$ cat src/rtl/seg_dec_pkg.sv
package seg_dec_pkg;

    typedef enum logic [1:0] {
        MODE_KERNEL = 2'b00,
        MODE_SUPER  = 2'b01,
        MODE_USER   = 2'b10,
        MODE_KALT   = 2'b11
    } priv_e;

    typedef enum logic [1:0] {
        TLBR_HIT     = 2'd0,
        TLBR_NOMATCH = 2'd1,
        TLBR_INVALID = 2'd2,
        TLBR_CLEAN   = 2'd3
    } tlbres_e;

    typedef enum logic [2:0] {
        WIN_USER,
        WIN_KDIRECT_A,
        WIN_KDIRECT_B,
        WIN_SUPER,
        WIN_KMAPPED
    } window_e;

    typedef enum logic [1:0] {
        ROUTE_TLB,
        ROUTE_FIXED,
        ROUTE_REJECT
    } route_e;

    localparam int EXC_W = 5;

    localparam logic [EXC_W-1:0] EXC_NONE       = 5'd0;
    localparam logic [EXC_W-1:0] EXC_TLB_MOD    = 5'd1;
    localparam logic [EXC_W-1:0] EXC_TLB_LOAD   = 5'd2;
    localparam logic [EXC_W-1:0] EXC_TLB_STORE  = 5'd3;
    localparam logic [EXC_W-1:0] EXC_ADDR_LOAD  = 5'd4;
    localparam logic [EXC_W-1:0] EXC_ADDR_STORE = 5'd5;

endpackage

$ cat src/rtl/seg_window.sv
module seg_window
    import seg_dec_pkg::*;
#(
    parameter int VA_W = 32
) (
    input  logic [VA_W-1:0] vaddr,
    input  logic [1:0]      mode,
    input  logic            err_level,
    output window_e         window,
    output route_e          route,
    output logic [VA_W-1:0] fixed_pa
);
    localparam int TOP_W    = 3;
    localparam int LOW_W    = VA_W - TOP_W;

    logic is_kernel;
    logic is_super_up;

    always_comb begin
        is_kernel   = (mode != MODE_USER) && (mode != MODE_SUPER);
        is_super_up = is_kernel || (mode == MODE_SUPER);
    end

    always_comb begin
        window   = WIN_USER;
        route    = ROUTE_REJECT;
        fixed_pa = '0;
        unique case (vaddr[VA_W-1 -: TOP_W])
            3'b000, 3'b001, 3'b010, 3'b011: begin
                window = WIN_USER;
                if (err_level) begin
                    route    = ROUTE_FIXED;
                    fixed_pa = vaddr;
                end else begin
                    route = ROUTE_TLB;
                end
            end
            3'b100: begin
                window   = WIN_KDIRECT_A;
                route    = is_kernel ? ROUTE_FIXED : ROUTE_REJECT;
                fixed_pa = is_kernel ? {{TOP_W{1'b0}}, vaddr[LOW_W-1:0]} : '0;
            end
            3'b101: begin
                window   = WIN_KDIRECT_B;
                route    = is_kernel ? ROUTE_FIXED : ROUTE_REJECT;
                fixed_pa = is_kernel ? {{TOP_W{1'b0}}, vaddr[LOW_W-1:0]} : '0;
            end
            3'b110: begin
                window = WIN_SUPER;
                route  = is_super_up ? ROUTE_TLB : ROUTE_REJECT;
            end
            default: begin
                window = WIN_KMAPPED;
                route  = is_kernel ? ROUTE_TLB : ROUTE_REJECT;
            end
        endcase
    end

endmodule

$ cat src/rtl/fault_map.sv
module fault_map
    import seg_dec_pkg::*;
(
    input  route_e           route,
    input  logic [1:0]       tlb_result,
    input  logic             is_write,
    output logic             fault,
    output logic [EXC_W-1:0] exc_code,
    output logic             refill
);
    tlbres_e res;

    always_comb begin
        res      = tlbres_e'(tlb_result);
        fault    = 1'b0;
        exc_code = EXC_NONE;
        refill   = 1'b0;
        unique case (route)
            ROUTE_REJECT: begin
                fault    = 1'b1;
                exc_code = is_write ? EXC_ADDR_STORE : EXC_ADDR_LOAD;
            end
            ROUTE_TLB: begin
                unique case (res)
                    TLBR_HIT: fault = 1'b0;
                    TLBR_NOMATCH: begin
                        fault    = 1'b1;
                        exc_code = is_write ? EXC_TLB_STORE : EXC_TLB_LOAD;
                        refill   = 1'b1;
                    end
                    TLBR_INVALID: begin
                        fault    = 1'b1;
                        exc_code = is_write ? EXC_TLB_STORE : EXC_TLB_LOAD;
                    end
                    default: begin
                        fault    = 1'b1;
                        exc_code = EXC_TLB_MOD;
                    end
                endcase
            end
            default: fault = 1'b0;
        endcase
    end

endmodule

$ cat src/rtl/vaddr_segment_decoder.sv
module vaddr_segment_decoder
    import seg_dec_pkg::*;
#(
    parameter int ASID_W      = 8,
    parameter int PAIR_LSB    = 13,
    parameter int CTX_FLD_LSB = 4
) (
    input  logic                  clk,
    input  logic                  rst_n,
    input  logic                  req_valid,
    input  logic [31:0]           vaddr,
    input  logic                  is_write,
    input  logic [1:0]            priv_mode,
    input  logic                  err_level,
    input  logic [ASID_W-1:0]     cur_asid,
    input  logic [31-(32-PAIR_LSB+CTX_FLD_LSB):0] ctx_keep,
    output logic                  tlb_query,
    input  logic [1:0]            tlb_result,
    input  logic [31:0]           tlb_pa,
    input  logic                  tlb_writable,
    output logic                  resp_valid,
    output logic [31:0]           phys_addr,
    output logic                  perm_rd,
    output logic                  perm_wr,
    output logic                  fault,
    output logic [EXC_W-1:0]      exc_code,
    output logic                  refill,
    output logic [31:0]           bad_vaddr,
    output logic [31:0]           context_val,
    output logic [31:0]           entryhi_val
);
    localparam int VA_W     = 32;
    localparam int PAIR_W   = VA_W - PAIR_LSB;
    localparam int CTX_TOP  = PAIR_W + CTX_FLD_LSB;
    localparam int KEEP_W   = VA_W - CTX_TOP;
    localparam int EH_PAD_W = PAIR_LSB - ASID_W;

    window_e          window;
    route_e           route;
    logic [VA_W-1:0]  fixed_pa;
    logic             nx_fault;
    logic [EXC_W-1:0] nx_code;
    logic             nx_refill;

    logic [VA_W-1:0]  nx_pa;
    logic             nx_rd;
    logic             nx_wr;
    logic [VA_W-1:0]  nx_ctx;
    logic [VA_W-1:0]  nx_eh;

    seg_window #(.VA_W(VA_W)) u_window (
        .vaddr     (vaddr),
        .mode      (priv_mode),
        .err_level (err_level),
        .window    (window),
        .route     (route),
        .fixed_pa  (fixed_pa)
    );

    fault_map u_fault (
        .route      (route),
        .tlb_result (tlb_result),
        .is_write   (is_write),
        .fault      (nx_fault),
        .exc_code   (nx_code),
        .refill     (nx_refill)
    );

    assign tlb_query = req_valid && (route == ROUTE_TLB);

    always_comb begin
        nx_pa = '0;
        nx_rd = 1'b0;
        nx_wr = 1'b0;
        if (!nx_fault) begin
            unique case (route)
                ROUTE_FIXED: begin
                    nx_pa = fixed_pa;
                    nx_rd = 1'b1;
                    nx_wr = 1'b1;
                end
                ROUTE_TLB: begin
                    nx_pa = tlb_pa;
                    nx_rd = 1'b1;
                    nx_wr = tlb_writable;
                end
                default: nx_pa = '0;
            endcase
        end
        nx_ctx = {ctx_keep[KEEP_W-1:0], vaddr[VA_W-1:PAIR_LSB], {CTX_FLD_LSB{1'b0}}};
        nx_eh  = {vaddr[VA_W-1:PAIR_LSB], {EH_PAD_W{1'b0}}, cur_asid};
    end

    always_ff @(posedge clk) begin
        if (!rst_n) begin
            resp_valid  <= 1'b0;
            phys_addr   <= '0;
            perm_rd     <= 1'b0;
            perm_wr     <= 1'b0;
            fault       <= 1'b0;
            exc_code    <= EXC_NONE;
            refill      <= 1'b0;
            bad_vaddr   <= '0;
            context_val <= '0;
            entryhi_val <= '0;
        end else begin
            resp_valid <= req_valid;
            phys_addr  <= req_valid ? nx_pa : '0;
            perm_rd    <= req_valid && nx_rd;
            perm_wr    <= req_valid && nx_wr;
            fault      <= req_valid && nx_fault;
            exc_code   <= req_valid ? nx_code : EXC_NONE;
            refill     <= req_valid && nx_refill;
            if (req_valid && nx_fault) begin
                bad_vaddr   <= vaddr;
                context_val <= nx_ctx;
                entryhi_val <= nx_eh;
            end
        end
    end

    logic unused_window;
    assign unused_window = ^window;

endmodule

$ cat config.mk
export PLATFORM = sky130hd
export DESIGN_NAME = vaddr_segment_decoder
export DESIGN_NICKNAME = d
export VERILOG_FILES = /design/src/rtl/seg_dec_pkg.sv /design/src/rtl/seg_window.sv /design/src/rtl/fault_map.sv /design/src/rtl/vaddr_segment_decoder.sv
export SDC_FILE = /design/constraint.sdc
export NUM_CORES = 1
export LEC_CHECK = 0
export CORE_MARGIN = 1.5
export CORE_UTILIZATION = 39
export CTS_BUF_LIST = sky130_fd_sc_hd__clkbuf_8
export DETAILED_ROUTE_END_ITERATION = 16
export GPL_TIMING_DRIVEN = 0
export PLACE_DENSITY = 0.83
export SLEW_MARGIN = 20
export SYNTH_ARGS = -nofsm -noshare
export SYNTH_HDL_FRONTEND = slang
export SYNTH_SLANG_ARGS = --single-unit
$ cat constraint.sdc
create_clock -name clk -period 1.81 [get_ports clk]
set_input_delay 0.181 -clock clk [delete_from_list [all_inputs] [get_ports clk]]
set_output_delay 0.181 -clock clk [all_outputs]
set_load 0.05 [all_outputs]
Yosys cells after proc, flatten, opt, wreduce, memory -nomap -nowiden --
Cells that the tools add are included.
Cells by class: reductions and logical operators 16, eq/ne operators 13, bitwise gates (word level) 2, multiplexer cells 21
Operators with widths (number):
- 32-bit case mux with 2 select lines | 2
- 32-bit two-way mux | 1
- 29-bit two-way mux | 1
- 5-bit case mux with 2 select lines | 2
- 3-bit equality test, second input constant | 3
- 1-bit two-way mux | 9
- 2-bit by 1-bit equality test with 1-bit output, second input constant | 3
- 3-bit by 2-bit equality test with 1-bit output, second input constant | 2
- 1-bit logical AND | 6
- 2-bit two-way mux | 3
- 2-bit case mux with 3 select lines | 1
- 2-bit OR reduction | 3
- 2-bit equality test, second input constant | 2
- 2-bit zero test | 2
- 1-bit case mux with 2 select lines | 2
- 4-bit OR reduction | 1
- 3-bit by 1-bit equality test with 1-bit output, second input constant | 1
- 3-bit zero test | 1
- 3-bit OR reduction | 1
- 2-bit by 1-bit inequality test with 1-bit output, second input constant | 1
- 2-bit inequality test, second input constant | 1
- 1-bit inverter | 2
- 2-bit AND reduction | 1
- 1-bit logical OR | 1
Word-level totals: bits of input ports 91, logic and storage cells 62, output and inout port bits 139, register bits after elaboration 129

Depth between registers and ports, before layout --
depth in word-level cells 10, gate-level depth with buffers 8, depth with buffers taken out 6

Cells and area by module --
Synthesis repeated with hierarchy kept, for this count alone.
Second synthesis, totals: cell total of the unflattened synthesis 470, area, all modules 4281.6 um^2
By module, submodules not included:
- vaddr_segment_decoder | area an instance 3643.5 um^2, times used 1, cells each 401, seq. area each 1821.7 um^2
- seg_window | area an instance 543.0 um^2, times used 1, cells each 54, seq. area each 0.0 um^2
- fault_map | area an instance 95.1 um^2, times used 1, cells each 15, seq. area each 0.0 um^2

Worst setup path after synthesis --
OpenSTA, ideal clock, no wires.
path kind input-to-output, start input priv_mode[0], end output tlb_query, arrival 1.737 ns, buffers on the path 1, cell stages on the path 6, path slack -0.108 ns, required time 1.629 ns, cells stage by stage inv_1 -> ha_1 -> nor2b_1 -> o32ai_2 -> clkbuf_1 -> and2_1
Between the ends: word-level cells in the longest chain between the ends 7, elaborated cells between the ends (all ways) 11, those cells by class 3 x eq/ne; 4 x mux; 4 x reduce/logical
RTL lines:
- from (decl) | line vaddr_segment_decoder.sv:13 | input logic [1:0] priv_mode,
- 2-bit inequality test or 2-bit by 1-bit inequality test with 1-bit output (tied branches) | line seg_window.sv:20 | is_kernel = (mode != MODE_USER) && (mode != MODE_SUPER);
- 1-bit logical AND | line seg_window.sv:20
- 1-bit logical OR | line seg_window.sv:21 | is_super_up = is_kernel || (mode == MODE_SUPER);
- 2-bit two-way mux | line seg_window.sv:50 | route = is_super_up ? ROUTE_TLB : ROUTE_REJECT;
- 2-bit case mux with 3 select lines (*) | line seg_window.sv:28 | unique case (vaddr[VA_W-1 -: TOP_W])
- 2-bit zero test (*) | line vaddr_segment_decoder.sv:69 | assign tlb_query = req_valid && (route == ROUTE_TLB);
- 1-bit logical AND (*) | line vaddr_segment_decoder.sv:69
- to (decl) | line vaddr_segment_decoder.sv:17 | output logic tlb_query,
Every way passes the cells marked *; elsewhere a longest branch is shown, timed or not.

Final worst setup path --
start register bad_vaddr[26], end output bad_vaddr[26]
RTL lines:
- from (decl) | line vaddr_segment_decoder.sv:28 | output logic [31:0] bad_vaddr,
- from (signal assigned) | line vaddr_segment_decoder.sv:115 | bad_vaddr <= vaddr;
No word-level cell between the ends.

==> flow_metrics.tcl <==
set metrics [dict create \
    stdcell_area_um2 6500 \
    first_iter_violations 77 \
    die_w_um 103 \
    pre_cts_ws_ns -1.52 \
    end_kind "output port" \
    period_needed_ns 1.75 \
    nets 786 \
    chipHeight_um 103 \
    maxCapViolCount 0 \
    wire_per_inst_um 15.5 \
    path_class "reg -> out" \
    grt_pass1_wl_um 18800 \
    fill_cells 814 \
    antenna_cells 0 \
    cts_root_buffer "clkbuf_8" \
    outcome "complete, no violations" \
    required_ns 1.63 \
    insertion_delay_ns 0.34 \
    ir_worst_vdd_v 0.000419 \
    cp_data_arrival_time_ns 1.57 \
    ys_types 28 \
    grt_use_total 0.234 \
    holdBufCountCts 0 \
    ff2ff_setup_slack_ns 1.12 \
    dpl.hpwl_um 9750 \
    ios 230 \
    max_slew_margin 0.635 \
    hold_depth 3 \
    worst-path-max-fanout 4 \
    final_hold_viol_count 0 \
    antenna_found_initial 0 \
    period_share 0.970 \
    overflow 0 \
    min-delay-start "vaddr[31]" \
    wirelength_um 12800 \
    finalSetupTns_ns 0 \
    slowest_delay_ns 0.84 \
    drt_pre_antenna_iters 4 \
    maxSlewViolCount 0 \
    dpl_cell_area_um2 6230 \
    tightest_slew_ns 0.548 \
    io_buffers 216 \
    ys_warn_count 0 \
    cts_inserted_buffers 9 \
    start_kind "flip-flop" \
    rsz0062_at_grt "false" \
    syn_area_um2 3860 \
    ant_nets 0 \
    setup_violations 0 \
    seq_area_um2 1780 \
    drive_gt1_frac 0.138 \
    hold_path_class "in -> reg" \
    areaGrowthSynthToFinish_pct 68.3 \
    vias 3966 \
    multiInputGateArea_um2 1640 \
    drt-vias-per-instance 4.78 \
    min_to "context_val[22]" \
    synth-seq-cells 89 \
    drcViolationCount 0 \
    cts_buffer_depth 2 \
    path_delay_family "buffers and inverters" \
    worstPathCellList "clkdlybuf4s50_1" \
    grt_start_max_net_pins 16 \
    fmax_mhz 570 \
    synth_seq_area_share 0.461 \
    crit_path_top_delay_cell "clkdlybuf4s50_1" \
    r2r.worst_path.cells 2 \
    regToRegStartpoint "bad_vaddr[23]" \
    gp_congestion 0.804 \
    grt_pass1_vias 3825 \
    cts_htree_levels 3 \
    cts_sinks 89 \
    syn_area_per_cell_um2 8.60 \
    path_buf_inv 1 \
    clock_skew_ns 0 \
    syn_inst 449 \
    rows 36 \
    total_power_mw 5.03 \
    die-area_um2 10500 \
    start_util 0.399 \
    power.leakage_nw 2.84 \
    cts_tree "yes" \
    utilization 0.671 \
    p_per_area_nw_per_um2 775 \
    r2r-end "bad_vaddr[23]" \
    setup_ws_ns 0.0550 \
    core_area_um2 9680 \
    path_clk_slew_ns 0.08 \
]
==> synthesized netlist by cell type <==
cell | n | share of area
a211oi_1 | 2 | 0.0039
a211oi_2 | 1 | 0.0032
a21oi_1 | 2 | 0.0026
a22oi_1 | 2 | 0.0039
and2_1 | 1 | 0.0016
and3_1 | 2 | 0.0032
and4b_1 | 1 | 0.0026
buf_2 | 4 | 0.0052
buf_4 | 49 | 0.095
buf_6 | 2 | 0.0058
clkbuf_1 | 26 | 0.025
conb_1 | 1 | 0.00097
dfxtp_1 | 89 | 0.46
ha_1 | 3 | 0.0097
inv_1 | 5 | 0.0049
inv_2 | 1 | 0.00097
mux2i_1 | 49 | 0.13
nand2_1 | 102 | 0.099
nand2b_1 | 2 | 0.0032
nand3_1 | 59 | 0.076
nor2_1 | 7 | 0.0068
nor2b_1 | 4 | 0.0065
nor3_1 | 2 | 0.0026
nor3_2 | 1 | 0.0026
o21a_1 | 1 | 0.0019
o21ai_0 | 14 | 0.018
o21ai_1 | 16 | 0.021
o32ai_2 | 1 | 0.0042
==> sequential cells by signal, summed over array words and instances (netlist names) <==
| register | flops |
|---|---|
| resp_valid | 1 |
| bad_vaddr | 31 |
| refill | 1 |
| entryhi_val | 8 |
| perm_rd | 1 |
| phys_addr | 32 |
| exc_code | 3 |
| perm_wr | 1 |
| fault | 1 |
| context_val | 10 |
==> metrics by stage <==
step                      instances  hold slack, ns
after global routing            830           0.176
after detailed placement        808           0.451
after global placement          808           0.442
after floorplan                 459           0.307
final                           830           0.181
after CTS                       829           0.166
==> worst max path at each step <==
| stage | start | endpoint | slack, ns | cells past startpoint |
|---|---|---|---|---|
| global placement | priv_mode[0] | tlb_query | -1.45 | 8 |
| floorplan | priv_mode[0] | tlb_query | 0.01 | 6 |
| finish | bad_vaddr[26] | bad_vaddr[26] | 0.06 | 1 |
| global route | bad_vaddr[23] | bad_vaddr[23] | 0.0006 | 1 |
| CTS | vaddr[29] | tlb_query | 0.02 | 6 |
| detailed placement | priv_mode[0] | tlb_query | -1.52 | 8 |
==> cells by family (layout without fill, tap and decap cells) <==
logic type / count (synthesis) / count (layout) / share of synthesized area
flops: 89 / 89 / 0.461
mux: 49 / 49 / 0.127
simple gates: 181 / 181 / 0.205
other cells: 1 / 11 / 0.000971
compound gates: 39 / 39 / 0.0587
buf+inv: 87 / 325 / 0.137
fa+ha+maj: 3 / 3 / 0.00972
==> per-layer routing <==
layer | part of all wire | vias to the layer above | global-route usage | routed length [um]
li1 | - | 1912 | - | -
met3 | 0.074 | 12 | 0.0692 | 947
met1 | 0.39 | 1867 | 0.259 | 4960
met2 | 0.53 | 175 | 0.440 | 6800
met5 | 0 | - | 0 | 0
met4 | 0.0089 | 0 | 0.0580 | 114
==> cells in the final DEF (no fill, tap or decap), types with 3 or more instances in the layout <==
cell type        count
buf_4               58
clkbuf_1            19
clkbuf_2             6
clkbuf_8            11
clkdlybuf4s50_1    168
clkinvlp_4           4
conb_1              11
dfxtp_1             89
dlygate4sd2_1       41
dlymetal6s2s_1       6
inv_1                5
mux2i_1             49
nand2_1            102
nand3_1             59
nor2_1               6
nor2b_2              3
o21ai_0             14
o21ai_1             16
==> cell type report <==
class / count / share of cell area
Multi-Input combinational cell: 283 / 0.252
Clock inverter: 6 / 0.00655
Timing Repair Buffer: 222 / 0.335
Inverter: 6 / 0.00347
Buffer: 81 / 0.0820
Sequential cell: 89 / 0.274
Clock buffer: 10 / 0.0212
Tap cell: 133 / 0.0256
==> power by group <==
group / internal [mW] / switching [mW] / total [mW] / leakage (nW)
Sequential: 2.06 / 0.0606 / 2.12 / 0.727
Clock: 0.537 / 0.724 / 1.26 / 0.0823
Combinational: 0.628 / 1.02 / 1.65 / 2.03
==> repair_timing <==
item                       in CTS  in global routing
gates resized for setup        71                  7
setup endpoints to repair     120                 39
pin swaps                       3                  1
setup buffers                   5                  1
(Power assumes the default switching activity.)
